==> config.mk <==
export PLATFORM = sky130hd
export DESIGN_NAME = pwr_guard
export DESIGN_NICKNAME = d
export VERILOG_FILES = /design/src/rtl/pwr_guard_pkg.sv /design/src/rtl/pwr_guard_timer.sv /design/src/rtl/pwr_guard_fsm.sv /design/src/rtl/pwr_guard_gate.sv /design/src/rtl/pwr_guard.sv
export SDC_FILE = /design/constraint.sdc
export NUM_CORES = 1
export LEC_CHECK = 0
export CORE_AREA = 2 2 64 60
export CTS_BUF_LIST = sky130_fd_sc_hd__clkbuf_2 sky130_fd_sc_hd__clkbuf_4 sky130_fd_sc_hd__clkbuf_8
export DETAILED_ROUTE_END_ITERATION = 16
export DIE_AREA = 0 0 66 62
export GPL_TIMING_DRIVEN = 0
export PLACE_DENSITY = 0.87
export SYNTH_ARGS = -nofsm -noshare
export SYNTH_HDL_FRONTEND = slang
export SYNTH_SLANG_ARGS = --single-unit
==> constraint.sdc <==
create_clock -name clk_i -period 3.6 [get_ports clk_i]
set_clock_uncertainty 0.1 [all_clocks]
set_input_delay 0.72 -clock clk_i [delete_from_list [all_inputs] [get_ports clk_i]]
set_output_delay 0.72 -clock clk_i [all_outputs]
set_load 0.01 [all_outputs]
==> src/rtl/pwr_guard_pkg.sv <==
package pwr_guard_pkg;
  typedef enum logic [2:0] {
    ST_NORMAL  = 3'd0,
    ST_PENDING = 3'd1,
    ST_PROT    = 3'd2,
    ST_BATT    = 3'd3,
    ST_RECOV   = 3'd4
  } pg_state_e;
endpackage

==> src/rtl/pwr_guard_timer.sv <==
module pwr_guard_timer #(
  parameter int unsigned LIMIT = 10,
  localparam int unsigned W = (LIMIT > 1) ? $clog2(LIMIT) : 1
) (
  input  logic clk_i,
  input  logic rst_ni,
  input  logic run_i,
  output logic done_o
);
  logic [W-1:0] cnt_q;

  always_ff @(posedge clk_i or negedge rst_ni) begin
    if (!rst_ni)                      cnt_q <= '0;
    else if (!run_i)                  cnt_q <= '0;
    else if (cnt_q != W'(LIMIT - 1))  cnt_q <= cnt_q + 1'b1;
  end

  assign done_o = run_i && (cnt_q == W'(LIMIT - 1));
endmodule

==> src/rtl/pwr_guard_fsm.sv <==
module pwr_guard_fsm
  import pwr_guard_pkg::*;
(
  input  logic clk_i,
  input  logic rst_ni,
  input  logic pf_i,
  input  logic so_i,
  input  logic dly_done_i,
  input  logic rec_done_i,
  output logic dly_run_o,
  output logic rec_run_o,
  output logic prot_o,
  output logic bat_sel_o
);
  pg_state_e state_q, state_d;

  always_comb begin
    state_d = state_q;
    unique case (state_q)
      ST_NORMAL:  if (pf_i) state_d = ST_PENDING;
      ST_PENDING: if (!pf_i) state_d = ST_NORMAL;
                  else if (so_i || dly_done_i) state_d = ST_PROT;
      ST_PROT:    if (so_i) state_d = ST_BATT;
                  else if (!pf_i) state_d = ST_RECOV;
      ST_BATT:    if (!so_i) state_d = ST_PROT;
      ST_RECOV:   if (pf_i) state_d = ST_PROT;  // refail restarts lockout
                  else if (rec_done_i) state_d = ST_NORMAL;
      default:    state_d = ST_PROT;
    endcase
  end

  always_ff @(posedge clk_i or negedge rst_ni) begin
    if (!rst_ni) state_q <= ST_NORMAL;
    else         state_q <= state_d;
  end

  assign dly_run_o = (state_q == ST_PENDING);
  assign rec_run_o = (state_q == ST_RECOV);
  assign prot_o    = (state_q != ST_NORMAL) && (state_q != ST_PENDING);
  assign bat_sel_o = (state_q == ST_BATT);

  a_r3_rise_needs_pf: assert property (@(posedge clk_i) disable iff (!rst_ni)
    $rose(prot_o) |-> $past(pf_i));
  a_r8_fall_needs_valid: assert property (@(posedge clk_i) disable iff (!rst_ni)
    $fell(prot_o) |-> !$past(pf_i));
  a_r6_bat_release: assert property (@(posedge clk_i) disable iff (!rst_ni)
    $fell(bat_sel_o) |-> (!$past(so_i) && prot_o));
endmodule

==> src/rtl/pwr_guard_gate.sv <==
module pwr_guard_gate (
  input  logic prot_i,
  input  logic ce_ni,
  input  logic we_ni,
  input  logic oe_ni,
  output logic mem_ce_no,
  output logic mem_we_no,
  output logic mem_oe_no,
  output logic dq_oe_o
);
  assign mem_ce_no = prot_i | ce_ni;
  assign mem_we_no = prot_i | we_ni;
  assign mem_oe_no = prot_i | oe_ni;
  assign dq_oe_o   = !prot_i && !ce_ni && !oe_ni && we_ni;
endmodule

==> src/rtl/pwr_guard.sv <==
module pwr_guard #(
  parameter int unsigned PROT_DLY_CYC = 10000,
  parameter int unsigned RECOV_CYC    = 8000000
) (
  input  logic clk_i,
  input  logic rst_ni,
  input  logic pf_i,
  input  logic so_i,
  input  logic ce_ni,
  input  logic we_ni,
  input  logic oe_ni,
  output logic mem_ce_no,
  output logic mem_we_no,
  output logic mem_oe_no,
  output logic dq_oe_o,
  output logic bat_sel_o,
  output logic prot_o
);
  logic dly_run, rec_run, dly_done, rec_done;

  pwr_guard_timer #(.LIMIT(PROT_DLY_CYC)) u_dly (
    .clk_i(clk_i), .rst_ni(rst_ni), .run_i(dly_run), .done_o(dly_done));

  pwr_guard_timer #(.LIMIT(RECOV_CYC)) u_rec (
    .clk_i(clk_i), .rst_ni(rst_ni), .run_i(rec_run), .done_o(rec_done));

  pwr_guard_fsm u_fsm (
    .clk_i(clk_i), .rst_ni(rst_ni), .pf_i(pf_i), .so_i(so_i),
    .dly_done_i(dly_done), .rec_done_i(rec_done),
    .dly_run_o(dly_run), .rec_run_o(rec_run),
    .prot_o(prot_o), .bat_sel_o(bat_sel_o));

  pwr_guard_gate u_gate (
    .prot_i(prot_o), .ce_ni(ce_ni), .we_ni(we_ni), .oe_ni(oe_ni),
    .mem_ce_no(mem_ce_no), .mem_we_no(mem_we_no), .mem_oe_no(mem_oe_no),
    .dq_oe_o(dq_oe_o));

  a_r4_locked: assert property (@(posedge clk_i) disable iff (!rst_ni)
    prot_o |-> (mem_ce_no && mem_we_no && mem_oe_no && !dq_oe_o));
  a_r6_bat_in_prot: assert property (@(posedge clk_i) disable iff (!rst_ni)
    bat_sel_o |-> prot_o);
  a_r2_drive_read: assert property (@(posedge clk_i) disable iff (!rst_ni)
    dq_oe_o |-> (!mem_oe_no && !mem_ce_no && mem_we_no));
endmodule

==> flow_summary.ini, run 1 <==
[run_status]
status = complete, no violations

[setup_path]
slowest_delay_ps = 570
crit_top_cell = clkdlybuf4s50_1
reg2regPathDepth = 6
rrSetupSlack_ps = 1430
slowest_stage = clkdlybuf4s50_1
cp.arrival_ps = 2210
crit_required_ps = 2780
end_kind = output port
cp_top_family = buffers and inverters
cp_max_fo = 2
path_buf_inv = 2
r2r_start = u_rec.cnt_q[0]
critPathKind = input port to output port
reg2reg_to = u_rec.cnt_q[18]
crit_chain = clkdlybuf4s50_1 -> or3_1 -> nor3b_1 -> clkdlybuf4s50_1
cp-start-kind = input port

[route]
wirelength_um = 4450
drc = 0
wl_per_cell_um = 14.8
num_vias = 1831
via_per_inst = 6.10
firstDrtPassIters = 4
ant_nets = 0
drt_iter0_markers = 89

[timing]
min_period_over_period = 0.840
slew_violations = 0
finalCriticalPeriod_ps = 3030
grt_setup_unrepaired = false
worst_pin_slew_ps = 867
fmax_ghz = 0.331
slew_headroom = 0.422
finalHoldViolCount = 0
fin_tns_setup_ps = 0
setup_viol = 0

[floorplanning]
die-area_mm2 = 0.00409
fp.dieW_um = 66
core_area_mm2 = 0.00352
ios = 13
start_util = 0.618
die_y_um = 62
num_rows = 21

[clocking]
clock_latency_ps = 290
ctsHoldBuffers = 0
cts-resized-gates = 0
cts_buffer_depth = 2
cts_buffers = 5
cts_root_buf = clkbuf_8
htreeDepth = 2
cts_sinks = 40
cts_tree = done
clk_pin_slew_ps = 80
post_cts_buffers = 0

[synthesis]
synth.distinct_cells = 46
syn_avg_cell_area_um2 = 9.30
yosys-top-cells-area = dfrtp_1 (46%), nor2_1 (4.5%), xor2_1 (4.0%)
ys_seq_area_frac = 0.460
synth_flop_cell = dfrtp_1
synth_top_area_frac = 0.460
synth-edff-count = 0
async_flop_share = 1.00
ys_ff_latch = 40
synth_fp_nets = 243
ys_warn_count = 0
syn_inst = 234
yosysTopAreaCell = dfrtp_1
syn_area_mm2 = 0.00218

[run]
maxCapViolCount = 0

[final_layout]
n_antenna_cell = 0
nNetsFinal = 262
mostFrequentLayoutCell = dfrtp_1
syn_to_final_growth_pct = 12.2
fin_util = 0.693
final_cell_mix = dfrtp_1 (40), nor2_1 (26), nand2_1 (18)
nFillCells = 273
drive_above_1_share = 0.0866
stdcell_count = 300

[power_and_ir_drop]
power.density_mw_per_mm2 = 414
pwr-share-seq = 0.497
power.leakage_uw = 0.000982
intPower_uw = 712
clkPwrFrac = 0.300
netSwitchingFraction = 0.296
ir_worst_vdd_v = 0.000277
p_sw_uw = 300
pwr-share-comb = 0.203

[global_route]
grt_usage = 0.252
grt_max_degree = 41
grt_first_pass_wirelength_um = 7910
grt-ovfl-total = 0
antenna_found_initial = 0
grt_pass1_vias = 1860

[placed_design]
gp_congestion = 0.816
dp.cells = 292
dp_hpwl_um = 3160
io_buffers = 12

[worst_hold_path]
min_path_type = input port to asynchronous set/reset pin
## state kept, by name (all words and copies together) (netlist names)
| signal | count |
|---|---|
| u_dly.cnt_q | 14 |
| u_fsm.state_q | 3 |
| u_rec.cnt_q | 23 |
## stage by stage
step / power (uW) / hold WS [ps] / setup slack, ps / area [um2]
after floorplan: 627 / 324 / 1350 / 2180
after global placement: 712 / 416 / 589 / 2350
after detailed placement: 716 / 428 / 571 / 2350
after CTS: 1020 / 439 / 571 / 2440
after global routing: 1080 / 474 / 455 / 2440
final: 1010 / 434 / 574 / 2440
## area by class of cell
type	count	area (um2)	share of cell area
multi-input cells	180	1120	0.459
flip-flops and latches	40	1000	0.410
repair buffers	12	115	0.0472
clock buffers	7	83.8	0.0343
well taps	46	57.6	0.0236
plain buffers	10	38.8	0.0159
inverters	4	15.0	0.00615
clock inverters	1	8.76	0.00359
## worst max-delay path by stage
stage,start,to,slack (ps),cells past startpoint
6_report,ce_ni,dq_oe_o,570,4
4_1_cts,ce_ni,dq_oe_o,570,4
3_5_place_dp,ce_ni,dq_oe_o,570,4
3_3_place_gp,ce_ni,dq_oe_o,590,4
2_1_floorplan,ce_ni,dq_oe_o,1350,2
5_1_grt,ce_ni,dq_oe_o,460,4
## synthesized netlist by cell type, types with 2 or more instances
cell / n
dfrtp_1: 40
nor2_1: 26
nand2_1: 18
a21oi_1: 13
o21ai_0: 13
nand3_1: 12
xor2_1: 10
clkbuf_1: 9
nand4_1: 9
a31oi_1: 7
or3_1: 7
and4_1: 5
nor3_1: 5
a211oi_1: 4
and2_1: 4
and3_1: 4
inv_1: 4
mux2i_1: 3
nand4b_1: 3
nor2b_1: 3
o31ai_1: 3
a31o_2: 2
ha_1: 2
nand2b_1: 2
nor3b_1: 2
nor4b_1: 2
or4_1: 2
xnor2_1: 2
## layer usage
| layer | part of all wire | track usage | up-vias | routed length, um |
|---|---|---|---|---|
| li1 | - | - | 902 | - |
| met3 | 0.028 | 0.0577 | 7 | 124 |
| met2 | 0.50 | 0.462 | 25 | 2200 |
| met4 | 0.011 | 0.0787 | 0 | 50 |
| met1 | 0.47 | 0.301 | 897 | 2070 |
| met5 | 0 | 0 | - | 0 |
## power groups by stage
stage                     logic, uW  clock network (uW)  registers (uW)
after global routing            235                 332             508
after CTS                       207                 313             502
after floorplan                 123                   0             503
after detailed placement        206                   0             510
final                           206                 303             503
after global placement          203                   0             509
## worst register-to-register path: cells and delay by family (launching register included)
| kind | cells | cell delay [ps] |
|---|---|---|
| and+or+nand+nor | 3 | 940 |
| adders and majority gates | 1 | 280 |
| buffers and inverters | 1 | 170 |
| DFF | 1 | 440 |
| AOI/OAI and AO/OA | 1 | 150 |
## cell families after synthesis
family | Yosys count | synth area share
muxes | 3 | 0.0138
buffers and inverters | 14 | 0.0247
adders and majority gates | 2 | 0.0115
xor gates and xnor gates | 12 | 0.0483
and+or+nand+nor | 115 | 0.305
AOI/OAI and AO/OA | 48 | 0.136
DFF | 40 | 0.460
Power figures use the tool's default switching activity.
==> run 2, diff against run 1 <==
--- a/config.mk
+++ b/config.mk
@@ -5,12 +5,12 @@
 export SDC_FILE = /design/constraint.sdc
 export NUM_CORES = 1
 export LEC_CHECK = 0
-export CORE_AREA = 2 2 64 60
+export CORE_AREA = 2 2 70 65
 export CTS_BUF_LIST = sky130_fd_sc_hd__clkbuf_2 sky130_fd_sc_hd__clkbuf_4 sky130_fd_sc_hd__clkbuf_8
 export DETAILED_ROUTE_END_ITERATION = 16
-export DIE_AREA = 0 0 66 62
+export DIE_AREA = 0 0 72 67
 export GPL_TIMING_DRIVEN = 0
-export PLACE_DENSITY = 0.87
+export PLACE_DENSITY = 0.78
 export SYNTH_ARGS = -nofsm -noshare
 export SYNTH_HDL_FRONTEND = slang
 export SYNTH_SLANG_ARGS = --single-unit
==> constraint.sdc (replaced) <==
create_clock -name clk_i -period 2.6 [get_ports clk_i]
set_clock_uncertainty 0.1 [all_clocks]
set_input_delay 0.52 -clock clk_i [delete_from_list [all_inputs] [get_ports clk_i]]
set_output_delay 0.52 -clock clk_i [all_outputs]
set_load 0.01 [all_outputs]
==> run 2 against run 1 <==
Total power increased by 51%; routed wire length decreased by 1.4%; setup slack got worse by 320 ps; first-iteration DRC count increased by 27%; register-to-register slack got worse by 1000 ps; design area increased by 1.1%; clock-buffer cell count unchanged; non-clock buffer count decreased by 2; worst hold slack got worse by 190 ps; global-route usage decreased by 5.0 points; core utilization decreased by 8.3 points; cell count unchanged; critical path type unchanged.
==> flow_summary.ini, run 2 (same netlist as run 1, synthesis figures left out) <==
[global_route]
grt_first_pass_wirelength_um = 7630
grt-ovfl-total = 0
grt_usage = 0.202
grt_max_degree = 41
grt_pass1_vias = 1689
antenna_found_initial = 0

[clocking]
clk_pin_slew_ps = 80
cts_buffer_depth = 2
cts_root_buf = clkbuf_8
cts_buffers = 5
ctsHoldBuffers = 0
htreeDepth = 2
cts_tree = done
cts-resized-gates = 1
clock_latency_ps = 290
cts_sinks = 40
post_cts_buffers = 0

[final_layout]
nNetsFinal = 260
syn_to_final_growth_pct = 13.5
fin_util = 0.610
regMostFlops = u_rec.cnt_q
largest_register_ffs = 23
drive_above_1_share = 0.0873
reg_top3 = u_rec.cnt_q (23), u_dly.cnt_q (14), u_fsm.state_q (3)
postLayoutCellArea_mm2 = 0.00247
mostFrequentLayoutCell = dfrtp_1
final_cell_mix = dfrtp_1 (40), nor2_1 (26), nand2_1 (18)
n_antenna_cell = 0

[power_and_ir_drop]
intPower_uw = 1110
clkPwrFrac = 0.365
pwr-share-seq = 0.468
power.density_mw_per_mm2 = 618
pwr-share-comb = 0.167
p_sw_uw = 420
ir_worst_vdd_v = 0.000569
netSwitchingFraction = 0.275
power.leakage_uw = 0.000999

[setup_path]
slowest_stage = clkdlybuf4s50_1
critPathKind = input port to output port
cp.arrival_ps = 1730
end_kind = output port
crit_chain = clkdlybuf4s50_1 -> or3_1 -> clkdlybuf4s50_1
reg2regPathDepth = 6
crit_top_cell = clkdlybuf4s50_1
rrSetupSlack_ps = 410
r2r_start = u_rec.cnt_q[0]
cp-start-kind = input port
crit_required_ps = 1980
reg2reg_to = u_rec.cnt_q[18]
cp_max_fo = 2
slowest_delay_ps = 490

[run_status]
status = complete, no violations

[route]
drt_iter0_markers = 113
drc = 0
via_per_inst = 6.01
ant_nets = 0
wl_per_cell_um = 14.6
firstDrtPassIters = 4
num_vias = 1803
wirelength_um = 4390

[timing]
finalCriticalPeriod_ps = 2350
hold-worst-slack_ps = 240
finalHoldViolCount = 0
slew_headroom = 0.416
setup_viol = 0
slew_violations = 0
fmax_ghz = 0.426
setup_slack_ps = 253
grt_setup_unrepaired = false
worst_pin_slew_ps = 876
min_period_over_period = 0.903

[placed_design]
gp_congestion = 0.802
dp_slack_ps = -4.06
post_dp_cell_area_mm2 = 0.00235
io_buffers = 12
dp_hpwl_um = 3030

[floorplanning]
core_area_mm2 = 0.00405
die-area_mm2 = 0.00482
fp.dieW_um = 72
start_util = 0.538
ios = 13
die_y_um = 67
num_rows = 22

[run]
maxCapViolCount = 0

[worst_hold_path]
min_path_type = input port to asynchronous set/reset pin
==> run 2: cell types whose count changed in the layout (fill, tap and decap cells not counted) <==
cell	change
clkbuf_1	-2
clkbuf_4	-2
clkbuf_8	+2
bufinv_16	+1
clkdlybuf4s50_1	-1
clkinv_4	-1
dlygate4sd2_1	+1
==> run 2: worst max-delay path: cells and delay by family <==
family                 cells  cell delay (ps)
AND/OR/NAND/NOR            1              300
buffers and inverters      2              900
==> run 2: final cells by class <==
class | instances | area, um2
repair buffers | 12 | 114
clock inverters | 1 | 30.0
fillers | 343 | 1580
flip-flops and latches | 40 | 1000
well taps | 48 | 60.1
plain buffers | 8 | 31.3
clock buffers | 7 | 96.3
inverters | 4 | 15.0
multi-input cells | 180 | 1120
==> run 2: power by group through the flow <==
stage	registers, uW	clock network [uW]	logic, uW
floorplan	697	0	171
global placement	706	0	281
detailed placement	709	0	282
CTS	713	569	260
global route	723	586	290
finish	714	557	256
==> run 2: worst max-delay path by stage <==
stage	slack, ps	depth (start not counted)	from	endpoint
2_1_floorplan	640	3	u_fsm.state_q[1]	dq_oe_o
3_3_place_gp	-70	1	rst_ni	u_rec.cnt_q[17]
3_5_place_dp	-4	4	ce_ni	dq_oe_o
4_1_cts	250	3	oe_ni	mem_oe_no
5_1_grt	170	3	u_fsm.state_q[1]	dq_oe_o
6_report	250	3	oe_ni	mem_oe_no
==> run 2: stage by stage <==
step / power (uW) / setup TNS [ps] / std cells
2_1_floorplan: 868 / 0 / 234
3_3_place_gp: 987 / -2570 / 294
3_5_place_dp: 991 / -4.06 / 294
4_1_cts: 1540 / 0 / 300
5_1_grt: 1600 / 0 / 300
6_report: 1530 / 0 / 300
==> run 2: per-layer routing <==
layer	up-vias	share of wire	track usage
li1	903	-	-
met1	860	0.49	0.278
met3	7	0.035	0.0363
met2	33	0.47	0.323
met4	0	0.011	0.0660
met5	-	0	0
